## config.mk

```make
export PLATFORM = sky130hd
export DESIGN_NAME = parked_scan_chain
export DESIGN_NICKNAME = d
export VERILOG_FILES = /design/src/rtl/parked_scan_pkg.sv /design/src/rtl/parked_scan_cell.sv /design/src/rtl/parked_scan_chain.sv
export SDC_FILE = /design/constraint.sdc
export NUM_CORES = 1
export LEC_CHECK = 0
export BUFFER_PORTS_ARGS = -buffer_cell sky130_fd_sc_hd__buf_4
export CORE_AREA = 3 3 40 42
export CTS_CLUSTER_DIAMETER = 150
export DETAILED_ROUTE_END_ITERATION = 12
export DIE_AREA = 0 0 43 45
export PLACE_DENSITY = 0.64
export SLEW_MARGIN = 10
export SYNTH_ARGS = -nofsm -noshare
export SYNTH_HDL_FRONTEND = slang
export SYNTH_SLANG_ARGS = --single-unit
```

## constraint.sdc

```tcl
create_clock -name clk -period 3.7 [get_ports clk]
set_clock_uncertainty 0.05 [all_clocks]
set_input_delay 0.925 -clock clk [delete_from_list [all_inputs] [get_ports clk]]
set_output_delay 0.925 -clock clk [all_outputs]
set_load 0.01 [all_outputs]
```

## src/rtl/parked_scan_pkg.sv

```systemverilog
package parked_scan_pkg;

    typedef enum logic {
        MODE_CAPTURE = 1'b0,
        MODE_SHIFT   = 1'b1
    } cell_mode_e;

endpackage

```

## src/rtl/parked_scan_cell.sv

```systemverilog
module parked_scan_cell
    import parked_scan_pkg::*;
#(
    parameter logic PARK_BIT = 1'b0
) (
    input  logic clk,
    input  logic rst,
    input  logic scan_en,
    input  logic scan_in,
    input  logic func_d,
    output logic func_q,
    output logic scan_q
);

    cell_mode_e mode;
    logic       state_q;

    assign mode   = scan_en ? MODE_SHIFT : MODE_CAPTURE;
    assign scan_q = state_q;

    // state register: capture or shift depending on mode
    always_ff @(posedge clk) begin
        if (rst) begin
            state_q <= 1'b0;
        end else begin
            unique case (mode)
                MODE_CAPTURE: state_q <= func_d;
                MODE_SHIFT:   state_q <= scan_in;
                default:      state_q <= state_q;
            endcase
        end
    end

    // output process: park the functional output during shift
    always_comb begin
        unique case (mode)
            MODE_CAPTURE: func_q = state_q;
            MODE_SHIFT:   func_q = PARK_BIT;
            default:      func_q = state_q;
        endcase
    end


    reset_clear_chk: assert property (@(posedge clk)
        rst |=> (scan_q == 1'b0));


    capture_load_chk: assert property (@(posedge clk) disable iff (rst)
        (!rst && !scan_en) |=> (scan_q == $past(func_d)));


    shift_load_chk: assert property (@(posedge clk) disable iff (rst)
        (!rst && scan_en) |=> (scan_q == $past(scan_in)));


    park_hold_chk: assert property (@(posedge clk) disable iff (rst)
        scan_en |=> (!scan_en || $stable(func_q)));


    normal_follow_chk: assert property (@(posedge clk) disable iff (rst)
        !scan_en |-> (func_q == scan_q));

endmodule

```

## src/rtl/parked_scan_chain.sv

```systemverilog
module parked_scan_chain
    import parked_scan_pkg::*;
#(
    parameter int           N          = 8,
    parameter logic [N-1:0] PARK_VALUE = 8'hA5
) (
    input  logic         clk,
    input  logic         rst,
    input  logic         scan_en,
    input  logic         scan_in,
    input  logic [N-1:0] func_d,
    output logic [N-1:0] func_q,
    output logic         scan_out
);

    localparam int LINKS = N + 1;

    logic [LINKS-1:0] link;

    assign link[0]  = scan_in;
    assign scan_out = link[N];

    for (genvar i = 0; i < N; i++) begin : g_cell
        parked_scan_cell #(
            .PARK_BIT (PARK_VALUE[i])
        ) u_cell (
            .clk     (clk),
            .rst     (rst),
            .scan_en (scan_en),
            .scan_in (link[i]),
            .func_d  (func_d[i]),
            .func_q  (func_q[i]),
            .scan_q  (link[i+1])
        );
    end


    chain_tail_chk: assert property (@(posedge clk) disable iff (rst)
        (!rst && scan_en) |=> (scan_out == $past(link[N-1])));


    park_vector_chk: assert property (@(posedge clk) disable iff (rst)
        scan_en |-> (func_q == PARK_VALUE));

endmodule

```

==> impl_metrics.py <==
metrics = {
    "status": {
        "status": "finished clean",
    },
    "drt": {
        "drt-vias-per-instance": 4.114,
        "wire_per_inst_um": 8.943,
        "postRouteAntennaNets": 0,
        "drc": 0,
        "drt_iter0_drc": 0,
        "vias": 288,
        "wl_um": 626,
        "drt_pass1_iterations": 1,
    },
    "die": {
        "start_util_pct": 33.11,
        "die_h_um": 45,
        "die_w_um": 43,
        "coreArea_um2": 1285,
        "num_rows": 13,
        "die_area_um2": 1935,
        "io_pins": 21,
    },
    "final_layout": {
        "multiInputGateArea_um2": 170.2,
        "final_cell_area_um2": 521.8,
        "fin_nets": 69,
        "n_antenna_cell": 0,
        "drive_gt1_share_pct": 49.09,
        "largest_reg_flops": 8,
        "fill_cells": 150,
        "regArea_um2": 160.2,
        "area_growth_pct": 22.65,
    },
    "place": {
        "numPortBuffers": 20,
        "gp_congestion": 0.6018,
        "place_area_um2": 499.2,
    },
    "critical_path": {
        "path_max_fanout": 16,
        "arrival_ns": 1.49,
        "path_class": "input pin to output port",
        "setup.worst_path.start_class": "input pin",
        "worstSetupEndpointType": "output port",
        "worstPathRequired_ns": 2.72,
        "r2r_cells": 2,
    },
    "timing": {
        "min_period_ns": 2.467,
        "setup_violations": 0,
        "hold_violations": 0,
        "slew_headroom_pct": 88.17,
        "fin_tns_setup_ns": 0,
        "period_share_pct": 66.67,
        "final_max_slew_viol_count": 0,
        "rsz0062_at_grt": "false",
        "fmax_ghz": 0.4054,
        "worstMarginPinSlew_ns": 0.1774,
    },
    "logic_synthesis": {
        "synth_seq_cells": 8,
        "ys_warn_count": 0,
        "synth_nets": 55,
        "seq_area_frac_synth_pct": 37.65,
        "netlist_instances": 43,
        "netlist_area_um2": 425.4,
        "synth_cell_types": 9,
        "postSynthAreaPerCell_um2": 9.893,
    },
    "global_route": {
        "busiest_layer": "met2",
        "antenna_found_initial": 0,
        "globalRouteMet3Util_pct": 5.976,
        "met1_usage_pct": 8.049,
        "globalRoute.totalOverflow": 0,
        "grt_pass1_wl_um": 979,
        "grt_max_degree": 17,
        "use_met2_pct": 10.18,
        "grtUsageTotal_pct": 7.107,
        "grt_pass1_vias": 239,
    },
    "min_path": {
        "hold_class": "flop to flop",
        "holdPathStages": 2,
    },
    "clock_network": {
        "cts-root-buf": "clkbuf_4",
        "postCtsSetupBuffers": 0,
        "cts-resized-gates": 0,
        "clk_latency_ns": 0.25,
        "cts_tree": "yes",
        "cts_hold_buf": 0,
        "cts_made_buffers": 3,
        "clockBufferDepth": 2,
        "htreeDepth": 1,
        "clock_sink_count": 8,
        "clk_pin_slew_ns": 0.05,
    },
    "power_and_ir_drop": {
        "vdd_drop_max_mv": 0.1733,
        "power.leakage_nw": 0.2732,
        "p_per_area_nw_per_um2": 370.4,
    },
    "run": {
        "max-cap-violations": 0,
    },
}
path summary, 6_finish.rpt:
path | startpoint | slack (ns) | to
worst max-delay path | scan_en | 1.23 | func_q[1]
worst min-delay path | g_cell[5].u_cell.scan_q | 0.43 | g_cell[6].u_cell.scan_q
worst max register to register | g_cell[3].u_cell.scan_q | 3.06 | g_cell[4].u_cell.scan_q
worst min register to register | g_cell[5].u_cell.scan_q | 0.43 | g_cell[6].u_cell.scan_q
synthesized netlist by cell type:
cell,number,area (um2)
and2b_2,4,35.03
buf_1,1,3.750
buf_12,1,20.02
buf_4,8,60.06
buf_6,1,11.26
dfxtp_1,8,160.2
mux2i_1,8,80.08
nor2_1,8,30.03
or2_1,4,25.02
report_power, final:
part           total [W]  internal, W  switching (W)  leakage [nW]
sequential     0.0000938    0.0000917     0.00000213        0.0662
combinational  0.0000351    0.0000217      0.0000134         0.193
clock          0.0000644    0.0000370      0.0000274        0.0138
total           0.000193     0.000150      0.0000429         0.273
stage by stage:
stage / util [%] / std cells / hold slack [ns] / power, W / setup slack (ns)
floorplan: - / 43 / 0.4053 / 0.0001227 / 1.206
global placement: 38.85 / 67 / 0.4195 / 0.0001311 / 1.222
detailed placement: 38.85 / 67 / 0.4333 / 0.0001316 / 1.221
CTS: 40.60 / 70 / 0.4416 / 0.0001975 / 1.223
global route: 40.60 / 70 / 0.4767 / 0.0002039 / 1.198
finish: 40.60 / 70 / 0.4333 / 0.0001933 / 1.233
kinds of logic (layout without fill, tap and decap cells):
logic type | Yosys count | count (layout) | synth area share (%)
and+or+nand+nor | 16 | 16 | 21.17
buffers and inverters | 11 | 23 | 22.35
muxes | 8 | 8 | 18.82
DFF | 8 | 8 | 37.65
critical path, cell delays in order:
cell and delay [ns]:
buf_4 0.19, and2b_2 0.24, buf_4 0.13
cell type report:
class / count / share of cell area [%]
timing repair buffer: 20 / 28.78
multi-input combinational: 24 / 32.61
tap: 15 / 3.597
sequential: 8 / 30.70
clock buffer: 3 / 4.317
placed cells by master, fill, tap and decap left out:
cell,instances
clkbuf_4,3
buf_4,20
dfxtp_1,8
or2_1,4
and2b_2,4
nor2_1,8
mux2i_1,8
layer usage:
layer	vias up	wire length, um
li1	151	-
met1	122	245
met2	15	288
met3	0	91
met4	0	0
met5	-	0
Note: power is estimated with default switching activity, not from simulation.
